## src/rtl/sfmt_pkg.sv

```systemverilog
package sfmt_pkg;
  typedef enum logic [1:0] {
    WM_16  = 2'b00,
    WM_20  = 2'b01,
    WM_24  = 2'b10,
    WM_RAW = 2'b11
  } width_mode_t;

  localparam int WORD_W    = 32;
  localparam int BODY_W    = 28;
  localparam int AUDIO_W   = 24;
  localparam int HALF_W    = WORD_W / 2;

  localparam logic [3:0] PRE_BLOCK = 4'b0001;
  localparam logic [3:0] PRE_LEFT  = 4'b0010;
  localparam logic [3:0] PRE_RIGHT = 4'b0100;
endpackage

```

## src/rtl/sfmt_sequencer.sv

```systemverilog
module sfmt_sequencer #(
  parameter int FRAMES_PER_BLOCK = 192
) (
  input  logic clk,
  input  logic rst,
  input  logic tx_enable,
  input  logic first_left,
  input  logic sf_req,
  output logic busy,
  output logic take,
  output logic next_left,
  output logic block_first
);
  localparam int CNT_W = (FRAMES_PER_BLOCK > 1) ? $clog2(FRAMES_PER_BLOCK) : 1;
  localparam logic [CNT_W-1:0] LAST = CNT_W'(FRAMES_PER_BLOCK - 1);

  logic [CNT_W-1:0] frame_cnt;

  // a new frame is not opened once the enable has gone
  assign take        = sf_req && busy && (tx_enable || !next_left);
  assign block_first = (frame_cnt == '0);

  always_ff @(posedge clk) begin
    if (rst) begin
      busy      <= 1'b0;
      next_left <= 1'b0;
      frame_cnt <= '0;
    end else if (!busy) begin
      if (tx_enable) begin
        busy      <= 1'b1;
        next_left <= first_left;
        frame_cnt <= first_left ? '0 : LAST;
      end
    end else if (take) begin
      next_left <= !next_left;
      if (!next_left)
        frame_cnt <= (frame_cnt == LAST) ? '0 : frame_cnt + 1'b1;
    end else if (!tx_enable && next_left) begin
      busy <= 1'b0;
    end
  end

  assert_busy_frame_end_R3: assert property (@(posedge clk) disable iff (rst)
    $fell(busy) |-> (!$past(tx_enable) && $past(next_left)));

  assert_alternate_R4: assert property (@(posedge clk) disable iff (rst)
    ($past(take) && busy && $past(busy)) |-> (next_left != $past(next_left)));
endmodule

```

## src/rtl/sfmt_source.sv

```systemverilog
module sfmt_source
  import sfmt_pkg::*;
(
  input  logic              clk,
  input  logic              rst,
  input  logic              restart,
  input  logic              take,
  input  logic              is_left,
  input  logic              pack_active,
  input  logic              fifo_empty,
  input  logic [WORD_W-1:0] fifo_rdata,
  output logic              fifo_rd,
  output logic              underrun,
  output logic [WORD_W-1:0] word
);
  logic              hold_valid;
  logic [HALF_W-1:0] hold_half;
  logic              use_hold;

  assign use_hold = pack_active && !is_left && hold_valid;
  assign fifo_rd  = take && !use_hold && !fifo_empty;
  assign underrun = take && !use_hold && fifo_empty;

  always_comb begin
    if (use_hold)
      word = {{HALF_W{1'b0}}, hold_half};
    else if (pack_active)
      word = {{HALF_W{1'b0}}, is_left ? fifo_rdata[HALF_W-1:0] : fifo_rdata[WORD_W-1:HALF_W]};
    else
      word = fifo_rdata;
  end

  always_ff @(posedge clk) begin
    if (rst || restart || !pack_active)
      hold_valid <= 1'b0;
    else if (take)
      hold_valid <= fifo_rd && is_left;
  end

  always_ff @(posedge clk) begin
    if (take && fifo_rd && is_left)
      hold_half <= fifo_rdata[WORD_W-1:HALF_W];
  end

  assert_hold_after_left_read_R7: assert property (@(posedge clk) disable iff (rst)
    $rose(hold_valid) |-> $past(fifo_rd && is_left && pack_active));
endmodule

```

## src/rtl/sfmt_format.sv

```systemverilog
module sfmt_format
  import sfmt_pkg::*;
(
  input  logic [1:0]        width_mode,
  input  logic [WORD_W-1:0] word,
  input  logic              underrun,
  input  logic              cs_bit,
  input  logic              user_bit,
  input  logic              is_left,
  input  logic              block_first,
  output logic [BODY_W-1:0] payload,
  output logic [3:0]        pre
);
  width_mode_t        wm;
  logic [AUDIO_W-1:0] audio;
  logic [BODY_W-2:0]  body;

  assign wm = width_mode_t'(width_mode);

  always_comb begin
    case (wm)
      WM_16:   audio = {word[15:0], 8'h00};
      WM_20:   audio = {word[19:0], 4'h0};
      WM_24:   audio = word[23:0];
      default: audio = '0;
    endcase
    body = {cs_bit, user_bit, underrun, underrun ? {AUDIO_W{1'b0}} : audio};
    if (wm == WM_RAW && !underrun) begin
      payload = word[WORD_W-1:4];
      pre     = word[3:0];
    end else begin
      payload = {^body, body};
      pre     = is_left ? (block_first ? PRE_BLOCK : PRE_LEFT) : PRE_RIGHT;
    end
  end
endmodule

```

## src/rtl/subframe_formatter.sv

```systemverilog
module subframe_formatter
  import sfmt_pkg::*;
#(
  parameter int FRAMES_PER_BLOCK = 192
) (
  input  logic        clk,
  input  logic        rst,
  input  logic        tx_enable,
  input  logic        first_left,
  input  logic [1:0]  width_mode,
  input  logic        pack_en,
  input  logic        cs_bit,
  input  logic        user_bit,
  input  logic        fifo_empty,
  input  logic [31:0] fifo_rdata,
  output logic        fifo_rd,
  input  logic        sf_req,
  output logic        sf_valid,
  output logic [27:0] sf_payload,
  output logic [3:0]  sf_pre,
  output logic        sf_left,
  output logic        sf_underrun,
  output logic        tx_busy
);
  logic              busy, take, next_left, block_first;
  logic              src_underrun, pack_active;
  logic [WORD_W-1:0] src_word;
  logic [BODY_W-1:0] fmt_payload;
  logic [3:0]        fmt_pre;

  assign pack_active = pack_en && (width_mode == WM_16);
  assign tx_busy     = busy;

  sfmt_sequencer #(.FRAMES_PER_BLOCK(FRAMES_PER_BLOCK)) u_seq (
    .clk(clk), .rst(rst), .tx_enable(tx_enable), .first_left(first_left),
    .sf_req(sf_req), .busy(busy), .take(take), .next_left(next_left),
    .block_first(block_first)
  );

  sfmt_source u_src (
    .clk(clk), .rst(rst), .restart(!busy), .take(take), .is_left(next_left),
    .pack_active(pack_active), .fifo_empty(fifo_empty), .fifo_rdata(fifo_rdata),
    .fifo_rd(fifo_rd), .underrun(src_underrun), .word(src_word)
  );

  sfmt_format u_fmt (
    .width_mode(width_mode), .word(src_word), .underrun(src_underrun),
    .cs_bit(cs_bit), .user_bit(user_bit), .is_left(next_left),
    .block_first(block_first), .payload(fmt_payload), .pre(fmt_pre)
  );

  always_ff @(posedge clk) begin
    if (rst) begin
      sf_valid    <= 1'b0;
      sf_payload  <= '0;
      sf_pre      <= '0;
      sf_left     <= 1'b0;
      sf_underrun <= 1'b0;
    end else begin
      sf_valid <= take;
      if (take) begin
        sf_payload  <= fmt_payload;
        sf_pre      <= fmt_pre;
        sf_left     <= next_left;
        sf_underrun <= src_underrun;
      end
    end
  end

  assert_valid_from_req_R2: assert property (@(posedge clk) disable iff (rst)
    sf_valid |-> ($past(sf_req) && $past(tx_busy)));

  assert_even_parity_R8: assert property (@(posedge clk) disable iff (rst)
    (sf_valid && (sf_underrun || $past(width_mode) != WM_RAW)) |-> (^sf_payload == 1'b0));

  assert_underrun_muted_R9: assert property (@(posedge clk) disable iff (rst)
    (sf_valid && sf_underrun) |-> (sf_payload[24] && sf_payload[23:0] == '0));

  assert_read_in_service_R11: assert property (@(posedge clk) disable iff (rst)
    fifo_rd |-> (sf_req && tx_busy && !fifo_empty));
endmodule

```

## config.mk

```make
export PLATFORM = sky130hd
export DESIGN_NAME = subframe_formatter
export DESIGN_NICKNAME = d
export VERILOG_FILES = /design/src/rtl/sfmt_pkg.sv /design/src/rtl/sfmt_sequencer.sv /design/src/rtl/sfmt_source.sv /design/src/rtl/sfmt_format.sv /design/src/rtl/subframe_formatter.sv
export SDC_FILE = /design/constraint.sdc
export NUM_CORES = 1
export LEC_CHECK = 0
export BUFFER_PORTS_ARGS = -buffer_cell sky130_fd_sc_hd__buf_2
export CORE_MARGIN = 2
export CORE_UTILIZATION = 59
export DETAILED_ROUTE_END_ITERATION = 10
export PLACE_DENSITY_LB_ADDON = 0.1
export SYNTH_ARGS = -nofsm -noshare
export SYNTH_HDL_FRONTEND = slang
export SYNTH_SLANG_ARGS = --single-unit
```

## constraint.sdc

```tcl
create_clock -name clk -period 7.35 [get_ports clk]
set_clock_uncertainty 0.2 [all_clocks]
set_input_delay 1.47 -clock clk [delete_from_list [all_inputs] [get_ports clk]]
set_output_delay 1.47 -clock clk [all_outputs]
set_load 0.01 [all_outputs]
```

**After elaboration in Yosys (flattened, before gate mapping)**

Index checks and enable logic that the tools add are counted.

- Register bits after elaboration: 62
- Bits of input ports: 43
- Output and inout port bits: 37
- Logic and storage cells: 68

- Add/sub/neg operators: 1
- Eq/ne operators: 6
- Multiplexer cells: 22
- Reductions and logical operators: 29

Operators with widths:

| operator | count |
|---|---|
| $pmux W24 S3 | 1 |
| $mux W32 | 2 |
| $mux W8 | 6 |
| $mux W28 | 1 |
| $reduce_xor A27 Y1 | 1 |
| $mux W24 | 1 |
| $mux W16 | 1 |
| $logic_and A1 B1 Y1 | 13 |
| $add A8 B1 Y8 const B | 1 |
| $eq A8 B8 Y1 const B | 1 |
| $logic_not A8 Y1 | 1 |
| $mux W4 | 2 |
| $logic_not A1 Y1 | 7 |
| $mux W1 | 7 |
| $eq A2 B2 Y1 const B | 2 |
| $ne A2 B2 Y1 const B | 2 |
| $logic_or A1 B1 Y1 | 3 |
| $reduce_and A3 Y1 | 1 |
| $eq A2 B1 Y1 const B | 1 |
| $logic_not A2 Y1 | 1 |
| $mux W2 | 1 |
| $reduce_and A2 Y1 | 1 |
| $reduce_bool A2 Y1 | 1 |

**Depth between registers and ports, before layout**

- Word-level depth: 10
- Mapped depth: 13

**Hierarchy**

A second synthesis with hierarchy kept.

- Cell total of the unflattened synthesis: 428
- Area, all modules: 4171.5 sq um

Modules (own cells, without submodules):

| module | instances | cells an instance | area each (sq um) | seq. area each (sq um) |
|---|---|---|---|---|
| subframe_formatter | 1 | 114 | 1277.5 | 700.7 |
| sfmt_format | 1 | 159 | 1159.9 | 0.0 |
| sfmt_source | 1 | 79 | 1141.1 | 500.5 |
| sfmt_sequencer | 1 | 76 | 593.1 | 200.2 |

**Worst setup path after synthesis**

No wires, ideal clock.

- Path kind: input -> register
- Start point: input port width_mode[1]
- End point: register sf_payload[27]
- Setup time: 0.100 ns
- Arrival time: 3.942 ns
- Setup slack: 3.109 ns
- Cell stages on the path: 10
- Path buffers: 0
- Cell sequence: nor4b_4 > mux2i_1 > o221a_1 > xor2_1 > or3_1 > or3_1 > o21ai_0 > o21ai_0 > and4_1 > a2111oi_4

- Word-level cells in the longest chain between the ends: 10

Ends and longest elaborated chain:

| what | RTL line | text |
|---|---|---|
| start, declared | subframe_formatter.sv:10 | `input logic [1:0] width_mode,` |
| parallel branches: the longest is 9 deep, another holds $mux W32 | n/a |  |
| $mux W28 * | sfmt_format.sv:28 | `if (wm == WM_RAW && !underrun) begin` |
| end signal, assigned | subframe_formatter.sv:62 | `sf_payload <= fmt_payload;` |
| end, declared | subframe_formatter.sv:19 | `output logic [27:0] sf_payload,` |

Every way passes the cells marked *.
A chain may end at the register's enable or synchronous reset.

**Worst setup path after layout**

- Start point: input port width_mode[0]
- End point: register sf_payload[27]

Same word-level chain as after synthesis.

==> results.txt <==
overall via count from detail_route: 3709
area inside the core boundary: 0.00596 mm^2
HPWL after DPL: 7.47 mm
clock sink count: 62
average cell area after synthesis: 7.99 um^2
Remaining Overflow, GRT: 0
post-route antenna net violation count: 0
Hold/Removal Path Class: register to register
average routed wire per standard cell: 17.3 um
maximum fanout count along the critical path: 40
number of search-and-repair iterations in the first detailed-routing pass: 8
largest net degree at the start of global routing: 47
setup_tns: 0 ns
layout net count: 564
WP data required: 7.40 ns
internal cell power: 618 uW
transition time at the pin with the least slew margin: 0.924 ns
row cnt: 28
clock tree from TritonCTS: built
Pleak: 1.72 nW
result of the run: finished clean
Die Y: 82.5 um
Tmin final: 4.75 ns
biggest area consumer among synthesized cells: sky130_fd_sc_hd__dfxtp_1
total cell area at the placement stage: 0.00404 mm^2
filler cell count in the final layout: 518
postcts setup bufs: 0
worst slack on hold paths: 0.251 ns
Synthesized Nets: 500
cts hold-fix bufs: 0
DRC violations left: 0
Clock Power Share: 36.6%
startpoint class of the critical path: primary input
buffering stage count on the worst path with inverters included: 1
antenna violations before repair: 0
setup repair after global routing missed its margin: false
wire length of the first global-routing pass: 16.3 mm
final worst path period share: 64.7%
Worst R2R Start: u_seq.next_left
IO Count: 80
Worst Hold Launch: sf_payload[8]
number of buffers on the longest clock path: 2
switching fraction of total power: 31.0%
Synthesis Warnings: 0
standard cell with the maximum stage delay on the critical path: sky130_fd_sc_hd__nor4b_4
Max-slew headroom: 38.3%
mapped cell area: 0.00364 mm^2
final non-filler cell area: 0.00426 mm^2
post-synthesis register bit count: 62
launch point of the worst path: width_mode[0]
area share of the leading cell type in the synthesized netlist: 25.3%
Fmax achieved: 210 MHz
power density of the placed cells: 210 mW/mm^2
unique cell type count in the Yosys netlist: 49
endpoint of the worst hold path: sf_payload[8]
Max stage delay on crit path: 0.67 ns
Max Slew Vio Count: 0
top cells by area, synth: sky130_fd_sc_hd__dfxtp_1 25%, sky130_fd_sc_hd__edfxtp_1 13%, sky130_fd_sc_hd__a21oi_1 6.9%
setup slack, reg-to-reg: 3.59 ns
weighted congestion at the end of routability-driven global placement: 1.06
kind of end point of the critical path: register
initial core utilization: 61.1%
maximum capacitance violations: 0
number of violations reported at the end of detailed-routing iteration 0: 311
CTS buffer count: 9
part of the total power dissipated in sequential elements: 41.7%
share of flip-flops with an asynchronous set or reset after synthesis: 0%
Final Hold Viols: 0
number of enable-type register cells in the synthesized netlist: 16
hold depth: 2
data arrival time at the worst-slack endpoint: 4.81 ns
number of global-route vias before repair: 3330
Via density: 6.19
Most used DFF post-synth: sky130_fd_sc_hd__dfxtp_1
Worst-Skew Late Latency: 0.35 ns
H-tree depth: 3
combinational share of power: 21.7%
die area: 0.00681 mm^2
number of I/O port buffers: 79
depth of the most critical reg-to-reg path: 10
CTS-repair resized insts: 0
overall fraction of global-route tracks in use: 32.0%
Setup Crit Path Kind: primary input to register
synthesized netlist cell count: 455
dominant delay contributor by cell family on the critical path: simple AND/OR/NAND/NOR gates
final-report setup violation count: 0
end of the worst register-to-register path: sf_payload[27]
ratio of cells with drive above 1 in the final layout: 21.0%
clock-pin slew reported for the worst setup and hold paths after clock tree synthesis: 0.07 ns
net switching power: 278 uW
Worst VDD drop: 0.225 mV
Routed Wire Length: 10.4 mm
critical path cell sequence: buf_2, nor4b_4, mux2i_1, o221a_1, xor2_1, or3_1, or3_1, o21ai_0, o21ai_0, and4_1, a2111oi_4
ant diodes: 0
post-synthesis sequential area ratio: 38.5%
Die W: 82.5 um
clock tree root buffer cell: sky130_fd_sc_hd__clkbuf_8
Layout area overhead: 17.1%
-- final cells by class --
type | instances | area, um^2 | share of cell area [%]
clock buffer | 10 | 149 | 3.50
inverter | 8 | 30.0 | 0.705
timing repair buffer | 83 | 425 | 9.99
multi-input combinational | 355 | 2090 | 49.1
clock inverter | 6 | 66.3 | 1.56
sequential | 62 | 1400 | 32.9
tap | 75 | 93.8 | 2.20
-- cell usage in the layout (no fill, tap or decap), types with 2 or more instances in the layout --
cell type,n
sky130_fd_sc_hd__nor3b_1,4
sky130_fd_sc_hd__nand2_1,52
sky130_fd_sc_hd__mux2i_1,10
sky130_fd_sc_hd__a21oi_1,50
sky130_fd_sc_hd__a22oi_1,12
sky130_fd_sc_hd__o21a_1,4
sky130_fd_sc_hd__a221oi_1,2
sky130_fd_sc_hd__or3_1,8
sky130_fd_sc_hd__a311oi_1,3
sky130_fd_sc_hd__a2bb2oi_1,2
sky130_fd_sc_hd__edfxtp_1,16
sky130_fd_sc_hd__xnor2_1,13
sky130_fd_sc_hd__nor2b_1,13
sky130_fd_sc_hd__nor2_1,58
sky130_fd_sc_hd__nor3_1,12
sky130_fd_sc_hd__a211oi_1,15
sky130_fd_sc_hd__inv_1,8
sky130_fd_sc_hd__and3_1,4
sky130_fd_sc_hd__ha_1,2
sky130_fd_sc_hd__dfxtp_1,46
sky130_fd_sc_hd__nand3_1,8
sky130_fd_sc_hd__buf_2,79
sky130_fd_sc_hd__xor2_1,7
sky130_fd_sc_hd__nand2b_1,7
sky130_fd_sc_hd__o22ai_1,4
sky130_fd_sc_hd__clkbuf_8,9
sky130_fd_sc_hd__o21ai_0,36
sky130_fd_sc_hd__mux2_2,6
sky130_fd_sc_hd__a31oi_1,2
sky130_fd_sc_hd__buf_4,4
sky130_fd_sc_hd__nor4_1,2
-- cell families after synthesis --
family	count (synthesis)	synth area share (%)
and+or+nand+nor	177	23.2
AOI/OAI and AO/OA	139	23.5
adders and majority gates	2	0.688
DFF	62	38.5
xor gates and xnor gates	21	5.44
muxes	16	4.61
buffers and inverters	38	4.03
-- power by group through the flow --
stage	clock [mW]	sequential (mW)	combinational, mW
after floorplan	0	0.382	0.129
after global placement	0	0.381	0.186
after detailed placement	0	0.381	0.189
after CTS	0.331	0.373	0.191
after global routing	0.348	0.375	0.213
final	0.328	0.374	0.194
-- worst max path at each step --
stage | to | slack (ns) | depth (start not counted)
after floorplan | sf_payload[27] | 3.11 | 10
after global placement | sf_payload[27] | 2.48 | 11
after detailed placement | sf_payload[27] | 2.38 | 11
after CTS | sf_payload[27] | 2.72 | 11
after global routing | sf_payload[27] | 2.43 | 11
final | sf_payload[27] | 2.60 | 11
-- synthesized netlist by cell type (3+ instances only) --
library cell and instances:
sky130_fd_sc_hd__edfxtp_1 16, sky130_fd_sc_hd__o21a_1 4, sky130_fd_sc_hd__dfxtp_1 46, sky130_fd_sc_hd__xor2_1 7, sky130_fd_sc_hd__mux2_2 6, sky130_fd_sc_hd__and3_1 4, sky130_fd_sc_hd__o22ai_1 4, sky130_fd_sc_hd__nand3_1 8
sky130_fd_sc_hd__xnor2_1 13, sky130_fd_sc_hd__nand2b_1 7, sky130_fd_sc_hd__nor2_1 58, sky130_fd_sc_hd__buf_2 3, sky130_fd_sc_hd__or3_1 8, sky130_fd_sc_hd__a211oi_1 15, sky130_fd_sc_hd__a22oi_1 12, sky130_fd_sc_hd__nand2_1 52
sky130_fd_sc_hd__a21oi_1 50, sky130_fd_sc_hd__nor2b_1 13, sky130_fd_sc_hd__a311oi_1 3, sky130_fd_sc_hd__inv_1 8, sky130_fd_sc_hd__mux2i_1 10, sky130_fd_sc_hd__nor3_1 13, sky130_fd_sc_hd__clkbuf_1 25, sky130_fd_sc_hd__nor3b_1 4
sky130_fd_sc_hd__o21ai_0 36
-- state kept, by name, indices dropped and copies added, names as in the netlist --
| signal | count |
|---|---|
| u_seq.next_left | 1 |
| u_seq.busy | 1 |
| u_src.hold_valid | 1 |
| sf_valid | 1 |
| sf_pre | 4 |
| sf_left | 1 |
| sf_payload | 28 |
| u_src.hold_half | 16 |
| sf_underrun | 1 |
| u_seq.frame_cnt | 8 |
-- worst register-to-register path, stage by stage (launching register included) --
cell	delay [ns]
sky130_fd_sc_hd__dfxtp_1	0.44
sky130_fd_sc_hd__nor4b_4	0.70
sky130_fd_sc_hd__mux2i_1	0.49
sky130_fd_sc_hd__o221a_1	0.29
sky130_fd_sc_hd__xor2_1	0.09
sky130_fd_sc_hd__or3_1	0.36
sky130_fd_sc_hd__or3_1	0.36
sky130_fd_sc_hd__o21ai_0	0.11
sky130_fd_sc_hd__o21ai_0	0.15
sky130_fd_sc_hd__and4_1	0.24
sky130_fd_sc_hd__a2111oi_4	0.25
-- per-stage QoR --
stage / utilization [%] / setup slack (ns) / total power, mW / cells
2_1_floorplan: - / 3.11 / 0.511 / 455
3_3_place_gp: 67.9 / 2.48 / 0.567 / 583
3_5_place_dp: 67.9 / 2.38 / 0.570 / 583
4_1_cts: 71.5 / 2.72 / 0.895 / 599
5_1_grt: 71.5 / 2.43 / 0.935 / 599
6_report: 71.5 / 2.60 / 0.895 / 599
-- metal layers --
layer / vias to the layer above / global-route usage (%) / wire (um)
met1: 1699 / 43.2 / 4370
li1: 1754 / - / -
met3: 32 / 7.39 / 968
met4: 0 / 14.3 / 381
met2: 224 / 49.0 / 4670
met5: - / 0 / 0
(Power assumes the default switching activity.)
